<file path="src/rtl/stack_pkg.sv">
// Shared types for the stack engine: operation codes and controller states.
package stack_pkg;
    typedef enum logic [2:0] {
        OP_PUSH = 3'd0,
        OP_POP  = 3'd1,
        OP_CALL = 3'd2,
        OP_RET  = 3'd3,
        OP_RETI = 3'd4,
        OP_SPLD = 3'd5
    } stk_op_e;

    typedef enum logic [2:0] {
        ST_IDLE,
        ST_PUSH_RD,
        ST_PUSH_WR,
        ST_POP_RD,
        ST_POP_WR,
        ST_CALL,
        ST_RET,
        ST_RET_FIN
    } stk_st_e;
endpackage

</file>
<file path="src/rtl/stack_ptr.sv">
// Stack pointer register.
// Holds the pointer and offers its incremented value to the controller.
// Assumes the controller never raises inc and dec together. A load
// overrides any step requested in the same cycle.
module stack_ptr #(
    parameter int          W      = 8,
    parameter logic [W-1:0] RST_VAL = 8'h07
) (
    input  logic         clk,
    input  logic         rst_n,
    input  logic         inc,
    input  logic         dec,
    input  logic         load,
    input  logic [W-1:0] load_val,
    output logic [W-1:0] sp,
    output logic [W-1:0] sp_up
);
    localparam logic [W-1:0] ONE = 1;

    logic [W-1:0] sp_q;

    // Pointer update: load wins over a step; wrap is natural modulo 2^W.
    always_ff @(posedge clk) begin
        if (!rst_n)    sp_q <= RST_VAL;
        else if (load) sp_q <= load_val;
        else if (inc)  sp_q <= sp_q + ONE;
        else if (dec)  sp_q <= sp_q - ONE;
    end

    assign sp    = sp_q;
    assign sp_up = sp_q + ONE;
endmodule

</file>
<file path="src/rtl/retaddr_reg.sv">
// Return-address assembly register.
// Collects NB bytes into one return address. Each byte lane captures the
// RAM read data when its index is selected.
// Assumes the controller selects each lane exactly once per return.
module retaddr_reg #(
    parameter int W  = 8,
    parameter int NB = 2,
    localparam int IW = (NB > 1) ? $clog2(NB) : 1
) (
    input  logic            clk,
    input  logic            rst_n,
    input  logic            cap_en,
    input  logic [IW-1:0]   cap_idx,
    input  logic [W-1:0]    byte_in,
    output logic [NB*W-1:0] pc_out
);
    for (genvar g = 0; g < NB; g++) begin : g_lane
        logic [W-1:0] lane_q;

        // Capture the lane when it is addressed.
        always_ff @(posedge clk) begin
            if (!rst_n)                                lane_q <= '0;
            else if (cap_en && cap_idx == IW'(g))      lane_q <= byte_in;
        end

        assign pc_out[g*W +: W] = lane_q;
    end
endmodule

</file>
<file path="src/rtl/stack_ctrl.sv">
// Stack operation sequencer.
// Accepts one operation at a time and issues at most one RAM transfer per
// cycle. It steers the pointer and the return-address lanes.
// Assumes RAM read data arrives one cycle after the read strobe.
module stack_ctrl
    import stack_pkg::*;
#(
    parameter int           W      = 8,
    parameter int           NB     = 2,
    parameter logic [W-1:0] SP_SFR = 8'h81,
    localparam int IW  = (NB > 1) ? $clog2(NB) : 1,
    localparam int PCW = NB * W
) (
    input  logic           clk,
    input  logic           rst_n,
    input  logic           start,
    input  logic [2:0]     op,
    input  logic [W-1:0]   dir_addr,
    input  logic [W-1:0]   wr_val,
    input  logic [PCW-1:0] pc_in,
    input  logic [W-1:0]   sp,
    input  logic [W-1:0]   sp_up,
    input  logic [W-1:0]   ram_rdata,
    output logic           sp_inc,
    output logic           sp_dec,
    output logic           sp_load,
    output logic [W-1:0]   sp_load_val,
    output logic           ram_re,
    output logic           ram_we,
    output logic [W-1:0]   ram_addr,
    output logic [W-1:0]   ram_wdata,
    output logic           cap_en,
    output logic [IW-1:0]  cap_idx,
    output logic           busy,
    output logic           done,
    output logic           pc_load,
    output logic           irq_restore
);
    localparam logic [IW-1:0] LAST = IW'(NB - 1);
    localparam logic [IW-1:0] STEP = IW'(1);

    stk_st_e        st_q;
    stk_op_e        op_in;
    logic [W-1:0]   dst_q;
    logic [PCW-1:0] pc_q;
    logic [IW-1:0]  idx_q;
    logic           reti_q;
    logic           cap_v_q;
    logic [IW-1:0]  cap_i_q;
    logic           done_q;
    logic           pcld_q;
    logic           irq_q;

    assign op_in = stk_op_e'(op);

    // Per-state RAM and pointer controls.
    always_comb begin
        sp_inc      = 1'b0;
        sp_dec      = 1'b0;
        sp_load     = 1'b0;
        sp_load_val = wr_val;
        ram_re      = 1'b0;
        ram_we      = 1'b0;
        ram_addr    = '0;
        ram_wdata   = '0;
        case (st_q)
            ST_IDLE: begin
                if (start && op_in == OP_SPLD) sp_load = 1'b1;
            end
            ST_PUSH_RD: begin
                ram_re   = 1'b1;
                ram_addr = dst_q;
            end
            ST_PUSH_WR: begin
                ram_we    = 1'b1;
                ram_addr  = sp_up;
                ram_wdata = ram_rdata;
                sp_inc    = 1'b1;
            end
            ST_POP_RD: begin
                ram_re   = 1'b1;
                ram_addr = sp;
            end
            ST_POP_WR: begin
                sp_dec = 1'b1;
                if (dst_q == SP_SFR) begin
                    sp_load     = 1'b1;
                    sp_load_val = ram_rdata;
                end else begin
                    ram_we    = 1'b1;
                    ram_addr  = dst_q;
                    ram_wdata = ram_rdata;
                end
            end
            ST_CALL: begin
                ram_we    = 1'b1;
                ram_addr  = sp_up;
                ram_wdata = pc_q[idx_q*W +: W];
                sp_inc    = 1'b1;
            end
            ST_RET: begin
                ram_re   = 1'b1;
                ram_addr = sp;
                sp_dec   = 1'b1;
            end
            default: ;
        endcase
    end

    // Sequencing: state, operand latches, byte index and completion pulses.
    always_ff @(posedge clk) begin
        if (!rst_n) begin
            st_q    <= ST_IDLE;
            dst_q   <= '0;
            pc_q    <= '0;
            idx_q   <= '0;
            reti_q  <= 1'b0;
            cap_v_q <= 1'b0;
            cap_i_q <= '0;
            done_q  <= 1'b0;
            pcld_q  <= 1'b0;
            irq_q   <= 1'b0;
        end else begin
            done_q  <= 1'b0;
            pcld_q  <= 1'b0;
            irq_q   <= 1'b0;
            cap_v_q <= 1'b0;
            case (st_q)
                ST_IDLE: begin
                    if (start) begin
                        case (op_in)
                            OP_PUSH: begin
                                dst_q <= dir_addr;
                                st_q  <= ST_PUSH_RD;
                            end
                            OP_POP: begin
                                dst_q <= dir_addr;
                                st_q  <= ST_POP_RD;
                            end
                            OP_CALL: begin
                                pc_q  <= pc_in;
                                idx_q <= '0;
                                st_q  <= ST_CALL;
                            end
                            OP_RET, OP_RETI: begin
                                idx_q  <= LAST;
                                reti_q <= (op_in == OP_RETI);
                                st_q   <= ST_RET;
                            end
                            OP_SPLD: done_q <= 1'b1;
                            default: ;
                        endcase
                    end
                end
                ST_PUSH_RD: st_q <= ST_PUSH_WR;
                ST_PUSH_WR: begin
                    st_q   <= ST_IDLE;
                    done_q <= 1'b1;
                end
                ST_POP_RD: st_q <= ST_POP_WR;
                ST_POP_WR: begin
                    st_q   <= ST_IDLE;
                    done_q <= 1'b1;
                end
                ST_CALL: begin
                    if (idx_q == LAST) begin
                        st_q   <= ST_IDLE;
                        done_q <= 1'b1;
                    end else begin
                        idx_q <= idx_q + STEP;
                    end
                end
                ST_RET: begin
                    cap_v_q <= 1'b1;
                    cap_i_q <= idx_q;
                    if (idx_q == '0) st_q  <= ST_RET_FIN;
                    else             idx_q <= idx_q - STEP;
                end
                ST_RET_FIN: begin
                    st_q   <= ST_IDLE;
                    done_q <= 1'b1;
                    pcld_q <= 1'b1;
                    irq_q  <= reti_q;
                end
                default: st_q <= ST_IDLE;
            endcase
        end
    end

    assign cap_en      = cap_v_q;
    assign cap_idx     = cap_i_q;
    assign busy        = (st_q != ST_IDLE);
    assign done        = done_q;
    assign pc_load     = pcld_q;
    assign irq_restore = irq_q;
endmodule

</file>
<file path="src/rtl/stack_seq.sv">
// Upward-growing stack engine, top level.
// Connects the sequencer, the pointer register and the return-address lanes.
// Assumes a byte-wide RAM with a one-cycle read latency. The pointer and the
// RAM data share width W.
module stack_seq #(
    parameter int           W      = 8,
    parameter int           NB     = 2,
    parameter logic [W-1:0] SP_RST = 8'h07,
    parameter logic [W-1:0] SP_SFR = 8'h81,
    localparam int IW  = (NB > 1) ? $clog2(NB) : 1,
    localparam int PCW = NB * W
) (
    input  logic           clk,
    input  logic           rst_n,
    input  logic           start,
    input  logic [2:0]     op,
    input  logic [W-1:0]   dir_addr,
    input  logic [W-1:0]   wr_val,
    input  logic [PCW-1:0] pc_in,
    output logic           busy,
    output logic           done,
    output logic [W-1:0]   sp_out,
    output logic [PCW-1:0] pc_out,
    output logic           pc_load,
    output logic           irq_restore,
    output logic           ram_re,
    output logic           ram_we,
    output logic [W-1:0]   ram_addr,
    output logic [W-1:0]   ram_wdata,
    input  logic [W-1:0]   ram_rdata
);
    logic          w_sp_inc;
    logic          w_sp_dec;
    logic          w_sp_load;
    logic [W-1:0]  w_sp_val;
    logic [W-1:0]  w_sp_up;
    logic          w_cap_en;
    logic [IW-1:0] w_cap_idx;

    stack_ctrl #(.W(W), .NB(NB), .SP_SFR(SP_SFR)) u_ctrl (
        .clk(clk), .rst_n(rst_n), .start(start), .op(op),
        .dir_addr(dir_addr), .wr_val(wr_val), .pc_in(pc_in),
        .sp(sp_out), .sp_up(w_sp_up), .ram_rdata(ram_rdata),
        .sp_inc(w_sp_inc), .sp_dec(w_sp_dec), .sp_load(w_sp_load),
        .sp_load_val(w_sp_val), .ram_re(ram_re), .ram_we(ram_we),
        .ram_addr(ram_addr), .ram_wdata(ram_wdata),
        .cap_en(w_cap_en), .cap_idx(w_cap_idx), .busy(busy), .done(done),
        .pc_load(pc_load), .irq_restore(irq_restore)
    );

    stack_ptr #(.W(W), .RST_VAL(SP_RST)) u_sp (
        .clk(clk), .rst_n(rst_n), .inc(w_sp_inc), .dec(w_sp_dec),
        .load(w_sp_load), .load_val(w_sp_val), .sp(sp_out), .sp_up(w_sp_up)
    );

    retaddr_reg #(.W(W), .NB(NB)) u_ret (
        .clk(clk), .rst_n(rst_n), .cap_en(w_cap_en), .cap_idx(w_cap_idx),
        .byte_in(ram_rdata), .pc_out(pc_out)
    );
endmodule

</file>
<file path="config.mk">
export PLATFORM = sky130hd
export DESIGN_NAME = stack_seq
export DESIGN_NICKNAME = d
export VERILOG_FILES = /design/src/rtl/stack_pkg.sv /design/src/rtl/stack_ptr.sv /design/src/rtl/retaddr_reg.sv /design/src/rtl/stack_ctrl.sv /design/src/rtl/stack_seq.sv
export SDC_FILE = /design/constraint.sdc
export NUM_CORES = 1
export LEC_CHECK = 0
export ABC_CLOCK_PERIOD_IN_PS = 4700
export BUFFER_PORTS_ARGS = -buffer_cell sky130_fd_sc_hd__buf_2
export CORE_MARGIN = 8
export CORE_UTILIZATION = 40
export CTS_BUF_LIST = sky130_fd_sc_hd__clkbuf_4 sky130_fd_sc_hd__clkbuf_8
export DETAILED_ROUTE_END_ITERATION = 8
export GPL_TIMING_DRIVEN = 0
export HOLD_SLACK_MARGIN = 0.15
export PLACE_DENSITY_LB_ADDON = 0.2
export SYNTH_ARGS = -nofsm -noshare
export SYNTH_HDL_FRONTEND = slang
export SYNTH_HIERARCHICAL = 1
export SYNTH_SLANG_ARGS = --single-unit
</file>
<file path="constraint.sdc">
create_clock -name clk -period 4.7 [get_ports clk]
set_clock_uncertainty 0.05 [all_clocks]
set_input_delay 0.94 -clock clk [delete_from_list [all_inputs] [get_ports clk]]
set_output_delay 0.94 -clock clk [all_outputs]
set_load 0.05 [all_outputs]
</file>
==> results.yml, run 1 <==
job:
  drv_cap: 0
yosys:
  ys_seq_area_frac: 0.355
  synth_edf_count: 0
  synthArstFlopShare: 0
  synthCells: 399
  yosys_warnings: 6
  synth-main-ff-cell: "dfxtp_1"
  avgSynthCellArea_um2: 8.19
  ys_ff_latch: 58
  synth.distinct_cells: 56
  syn_nets: 447
  syn-cell-area_mm2: 0.00327
timing:
  report.final.slew_viol_count: 0
  tns_ns: 0
  finalCritPeriodShare: 0.737
  rsz0062_at_grt: "false"
  final.min_clock_period_ns: 3.46
  hold_violations: 0
  finalSetupViolCount: 0
  fmax_mhz: 289
  slew_headroom: 0.461
  worst_pin_slew_ns: 0.809
detailed_routing:
  drc: 0
  wl_met3_um: 793
  drt_first_pass_iters: 4
  routedWlPerCell_um: 15.8
  vias: 3197
  highest_layer: "met4"
  wl_met2_um: 4610
  via_per_inst: 5.26
  ant_nets: 0
  m1WireLength_um: 4180
  drt_iter0_drc: 200
  wl_um: 9610
global_route:
  grt_max_degree: 14
  grt_overflow: 0
  antenna_found_initial: 0
  grt_pass1_wl_um: 15900
  grt_pass1_vias: 3343
  track_usage: 0.171
placement:
  portBuffers: 88
  gp_congestion: 0.831
  dp_cells: 592
  hpwl_um: 7390
finish:
  multi_input_area_mm2: 0.00192
  num-fill-cells: 806
  final_core_util: 0.505
  n_antenna_cell: 0
  area.growth.synth_to_final_pct: 24.4
  drive_gt1_frac: 0.258
  ff_latch_area_mm2: 0.00116
  nNetsFinal: 546
  instances_no_fill: 608
worst_setup_path:
  r2r-end: "u_sp/sp[6]"
  cp.arrival_ns: 2.47
  cp_max_fo: 8
  reg2regPathDepth: 8
  ff2ff_setup_slack_ns: 1.94
  endpoint: "ram_wdata[5]"
  cp_data_required_time_ns: 3.71
  startpoint: "u_ctrl/st_q[2]"
  crit_type: "reg2out"
  r2r_start: "u_ctrl/st_q[2]"
  start_kind: "register"
  cp-end-kind: "output port"
cts:
  clock_path_buffers: 2
  clock-root-buffer: "clkbuf_8"
  cts-resized-gates: 0
  cts_setup_buffers: 0
  cts_tree: "built"
  insertion_delay_ns: 0.34
  clock-sinks: 58
  cts_inserted_buffers: 9
  htreeDepth: 3
  clkTransAtPathRegs_ns: 0.07
  holdBufCountCts: 0
min_path:
  hold_path_class: "reg2reg"
floorplanning:
  rows: 33
  die_y_um: 106
  boundaryPins: 92
  fp.coreArea_mm2: 0.00805
  start_util: 0.406
  die_area_mm2: 0.0113
  die_w_um: 106
pwr:
  power.density_mw_per_mm2: 336
  p_leak_nw: 1.65
  ir_worst_vdd_mv: 0.258
status:
  run_status: "complete, no violations"
## state kept, by name (all words and copies together) (netlist names)
| name | count |
|---|---|
| u_ctrl/cap_en | 1 |
| u_ctrl/cap_idx | 1 |
| u_ctrl/done | 1 |
| u_ctrl/dst_q | 8 |
| u_ctrl/idx_q | 1 |
| u_ctrl/irq_restore | 1 |
| u_ctrl/pc_load | 1 |
| u_ctrl/pc_q | 16 |
| u_ctrl/reti_q | 1 |
| u_ctrl/st_q | 3 |
| u_ret/g_lane.lane_q | 16 |
| u_sp/sp | 8 |
## cell families after synthesis
group,share of synthesized area
and+or+nand+nor,0.237
muxes,0.136
AOI/OAI and AO/OA,0.181
adders and majority gates,0.00766
DFF,0.355
xor gates and xnor gates,0.0268
buffers and inverters,0.0559
## power breakdown
part	internal, W	switching [W]	leakage (nW)
clock	0.000302	0.000223	0.106
sequential	0.000508	0.0000186	0.469
combinational	0.000102	0.000211	1.08
total	0.000912	0.000453	1.65
## synth_stat cells (3+ instances only)
cell / number / share of area
a211oi_1: 4 / 0.0092
a21o_1: 4 / 0.0092
a21oi_1: 34 / 0.052
a22oi_1: 3 / 0.0069
and2_1: 4 / 0.0077
buf_1: 3 / 0.0034
buf_4: 4 / 0.0092
buf_6: 4 / 0.014
clkbuf_1: 16 / 0.018
dfxtp_1: 58 / 0.36
inv_1: 7 / 0.0080
mux2_4: 8 / 0.037
mux2i_1: 30 / 0.092
nand2_1: 82 / 0.094
nand2b_1: 6 / 0.011
nand3_1: 24 / 0.037
nor2_1: 15 / 0.017
nor2b_1: 6 / 0.011
o211ai_1: 4 / 0.0092
o21ai_0: 13 / 0.020
o22ai_1: 4 / 0.0077
o2bb2ai_1: 14 / 0.038
or3_1: 4 / 0.0077
xnor2_1: 7 / 0.019
xor2_1: 3 / 0.0080
## metrics by stage
stage                     hold WS, ns  cell area [um2]  total power [W]  worst slack (ns)
final                           0.406             4060          0.00136              1.24
after global routing            0.422             4060          0.00143              1.08
after CTS                       0.407             4060          0.00137              1.24
after detailed placement        0.396             3840         0.000851              1.40
after global placement          0.390             3840         0.000849              1.34
after floorplan                 0.386             3270         0.000763              1.61
## placed cells by master, fill, tap and decap left out, drive strengths merged, types with 3 or more instances in the layout
cell     synthesis  final
a211oi           4      4
a21o             4      4
a21oi           34     34
a22oi            3      3
and2             4      4
buf             13    101
clkbuf          16     25
dfxtp           58     58
inv              7      8
mux2            10     10
mux2i           30     30
nand2           82     82
nand2b           6      6
nand3           24     24
nor2            15     15
nor2b            6      6
o211ai           4      4
o21ai           14     14
o22ai            4      4
o2bb2ai         14     14
or3              4      4
or4              3      3
xnor2            7      7
xor2             3      3
## per-layer routing
layer,vias up,global-route usage
li1,1612,-
met1,1492,0.204
met2,91,0.285
met3,2,0.0587
met4,0,0.0492
met5,-,0
## final cells by class
class,count,area share
Buffer,29,0.0385
Clock buffer,9,0.0305
Clock inverter,7,0.0249
Inverter,7,0.00647
Multi-Input combinational cell,305,0.473
Sequential cell,58,0.286
Tap cell,105,0.0323
Timing Repair Buffer,88,0.108
## worst max-delay path, cell delays in order (launching register included)
cell	delay, ns
dfxtp_1	0.39
nor2b_1	0.38
o21ai_0	0.19
a21oi_1	0.69
o2bb2ai_1	0.20
buf_2	0.29
## worst min path at each step
stage | startpoint | to | slack (ns) | cells after the start
after floorplan | u_ctrl/pc_q[0] | u_ctrl/pc_q[0] | 0.39 | 2
after global placement | u_ret/g_lane[0].lane_q[4] | u_ret/g_lane[0].lane_q[4] | 0.39 | 2
after detailed placement | u_ret/g_lane[0].lane_q[1] | u_ret/g_lane[0].lane_q[1] | 0.40 | 2
after CTS | u_ctrl/pc_q[7] | u_ctrl/pc_q[7] | 0.41 | 2
after global routing | u_ctrl/pc_q[5] | u_ctrl/pc_q[5] | 0.42 | 2
final | u_ctrl/pc_q[14] | u_ctrl/pc_q[14] | 0.41 | 2
No activity file was read; power rests on OpenSTA's default activity.
==> run 2: changes to the inputs <==
--- a/config.mk
+++ b/config.mk
@@ -5,7 +5,8 @@
 export SDC_FILE = /design/constraint.sdc
 export NUM_CORES = 1
 export LEC_CHECK = 0
-export ABC_CLOCK_PERIOD_IN_PS = 4700
+export ABC_AREA = 1
+export ABC_CLOCK_PERIOD_IN_PS = 3200
 export BUFFER_PORTS_ARGS = -buffer_cell sky130_fd_sc_hd__buf_2
 export CORE_MARGIN = 8
 export CORE_UTILIZATION = 40
==> constraint.sdc (replaced) <==
create_clock -name clk -period 3.2 [get_ports clk]
set_clock_uncertainty 0.05 [all_clocks]
set_input_delay 0.64 -clock clk [delete_from_list [all_inputs] [get_ports clk]]
set_output_delay 0.64 -clock clk [all_outputs]
set_load 0.05 [all_outputs]
==> results.yml, run 2 <==
pwr:
  pwr-share-clk: 0.243
  seqPwrFrac: 0.267
  p_leak_nw: 2.11
  combPwrFrac: 0.491
  power.density_mw_per_mm2: 838
  ir_worst_vdd_mv: 0.740
  p_sw_w: 0.00167
  intPower_w: 0.00184
  p_sw_frac: 0.476
global_route:
  grt_overflow: 0
  grt_pass1_wl_um: 16000
  grt_pass1_vias: 3391
  grt_max_degree: 12
  track_usage: 0.168
  antenna_found_initial: 0
detailed_routing:
  routedWlPerCell_um: 13.3
  via_per_inst: 4.83
  drc: 0
  vias: 3450
  wl_um: 9530
  drt_first_pass_iters: 5
  drt_iter0_drc: 184
  ant_nets: 0
worst_setup_path:
  r2r_start: "u_ctrl/st_q[0]"
  cp_max_fo: 9
  cp_data_required_time_ns: 2.51
  worstPathCellList: "nand2_1 -> o21ai_2 -> nand2_1 -> nand2_1 -> inv_1 -> nand2_1 -> buf_2"
  cp.arrival_ns: 1.98
  startpoint: "u_ctrl/st_q[0]"
  cpPeakStageDelay_ns: 0.52
  crit_path_frequent_cell: "nand2_1"
  start_kind: "register"
  cpMaxStageDelayCell: "dfxtp_1"
  r2r-end: "u_sp/sp[5]"
  ff2ff_setup_slack_ns: 0.95
  crit_type: "reg2out"
  cp-end-kind: "output port"
  reg2regPathDepth: 11
min_path:
  hold_end: "u_ctrl/reti_q"
  hp-start: "u_ctrl/reti_q"
  hold_path_class: "reg2reg"
  holdPathStages: 2
yosys:
  synth_top_family_by_area: "simple AND/OR/NAND/NOR gates"
  ys_seq_area_frac: 0.346
  ys_ff_latch: 58
  synthMuxAreaShare: 0
  synth_common_cells: "124 x nand2_1, 103 x nor2_1, 58 x dfxtp_1, 38 x inv_1, 36 x nand3_1"
  synthArstFlopShare: 0
  yosysTopAreaCellShare: 0.346
  synth-adder-area-share: 0.00747
  synth-main-ff-cell: "dfxtp_1"
  synthCells: 503
  synth_edf_count: 0
  avgSynthCellArea_um2: 6.66
  synthTopCellsByArea: "dfxtp_1 35%, nand2_1 14%, nor2_1 12%"
  syn-cell-area_mm2: 0.00335
  synth_compound_area_frac: 0.130
  synth_xor_area_frac: 0.0179
  yosys_warnings: 6
  synth_most_common_cell: "nand2_1"
  yosysTopAreaCell: "dfxtp_1"
  synth.distinct_cells: 35
  synthSimpleGateAreaFrac: 0.402
  syn_nets: 551
status:
  run_status: "complete, no violations"
cts:
  cts-resized-gates: 0
  insertion_delay_ns: 0.33
  clkTransAtPathRegs_ns: 0.07
  clock_path_buffers: 2
  cts_inserted_buffers: 9
  clock-sinks: 58
  holdBufCountCts: 0
  cts_setup_buffers: 0
  cts_tree: "built"
  clock-root-buffer: "clkbuf_8"
  htreeDepth: 3
timing:
  report.final.slew_viol_count: 0
  rsz0062_at_grt: "false"
  slew_headroom: 0.707
  fmax_mhz: 375
  final.min_clock_period_ns: 2.67
  setup_ws_ns: 0.534
  finalSetupViolCount: 0
  finalCritPeriodShare: 0.833
  worst_pin_slew_ns: 0.440
  hold_ws_ns: 0.422
  hold_violations: 0
  tns_ns: 0
finish:
  n_antenna_cell: 0
  layout_common_cells: "124 x nand2_1, 103 x nor2_1, 92 x buf_2"
  num-fill-cells: 853
  nNetsFinal: 653
  area.growth.synth_to_final_pct: 25.0
  top_regs: "u_ctrl/pc_q (16), u_ret/g_lane.lane_q (16)"
  drive_gt1_frac: 0.261
  layout_commonest_cell: "nand2_1"
placement:
  portBuffers: 91
  hpwl_um: 7490
  pre_cts_slack_ns: 0.920
  gp_congestion: 0.864
floorplanning:
  die_area_mm2: 0.0116
  boundaryPins: 92
  fp.coreArea_mm2: 0.00818
  rows: 33
  die_w_um: 108
  die_y_um: 108
  start_util: 0.410
job:
  drv_cap: 0
## run 2: changes by cell type in the layout (fill, tap and decap cells not counted), sizes merged, moves of 14 or more
| cell | before | now |
|---|---|---|
| nand2 | 82 | 134 |
| nand3 | 24 | 47 |
| inv | 8 | 47 |
| o2bb2ai | 14 | 0 |
| o21ai | 14 | 43 |
| nor2 | 15 | 112 |
| a21oi | 34 | 19 |
| mux2i | 30 | 0 |
## run 2: how the worst max path moves through the flow
stage	end	slack, ns	depth (start not counted)
finish	ram_addr[7]	0.53	7
global route	ram_addr[7]	0.35	7
CTS	ram_addr[7]	0.54	7
detailed placement	ram_addr[7]	0.92	7
global placement	ram_addr[7]	0.94	7
floorplan	ram_addr[6]	0.68	6
## run 2: through the flow
stage / area [um2] / utilization / instances / power (W)
4_1_cts: 4190 / 0.513 / 715 / 0.00354
2_1_floorplan: 3350 / - / 503 / 0.00228
6_report: 4190 / 0.513 / 715 / 0.00351
3_5_place_dp: 3940 / 0.482 / 699 / 0.00268
3_3_place_gp: 3940 / 0.482 / 699 / 0.00266
5_1_grt: 4190 / 0.513 / 715 / 0.00374
## run 2: kinds of logic (layout without fill, tap and decap cells)
group / after synthesis / in the layout
adder cells (fa/ha/maj): 2 / 2
flip-flops: 58 / 58
AND/OR/NAND/NOR: 297 / 297
AO/OA/AOI/OAI: 78 / 78
XOR/XNOR: 6 / 6
buffers and inverters: 62 / 169
## run 2: cell type report
type | count | area, um2 | area share
clock inverters | 4 | 98.8 | 0.0236
well taps | 105 | 131 | 0.0314
flip-flops and latches | 58 | 1160 | 0.277
plain buffers | 14 | 130 | 0.0311
clock buffers | 12 | 153 | 0.0364
inverters | 48 | 193 | 0.0460
repair buffers | 91 | 455 | 0.109
multi-input cells | 383 | 1870 | 0.446
## run 2: layer usage
layer,global-route usage,part of all wire
met1,0.217,0.46
met2,0.272,0.48
met3,0.0371,0.051
met4,0.0545,0.0092
met5,0,0
## run 2: power by group through the flow
stage          combinational, W  sequential [W]  clock (W)
4_1_cts                 0.00173        0.000938   0.000871
3_3_place_gp            0.00171        0.000950          0
2_1_floorplan           0.00119         0.00109          0
6_report                0.00172        0.000937   0.000852
3_5_place_dp            0.00172        0.000953          0
5_1_grt                 0.00188        0.000951   0.000910
## run 2: worst max-delay path: cells and delay by family, from the launching register on
kind / cells / cell delay (ns)
DFF: 1 / 0.52
buffers and inverters: 2 / 0.30
AOI/OAI and AO/OA: 1 / 0.40
and+or+nand+nor: 4 / 0.42
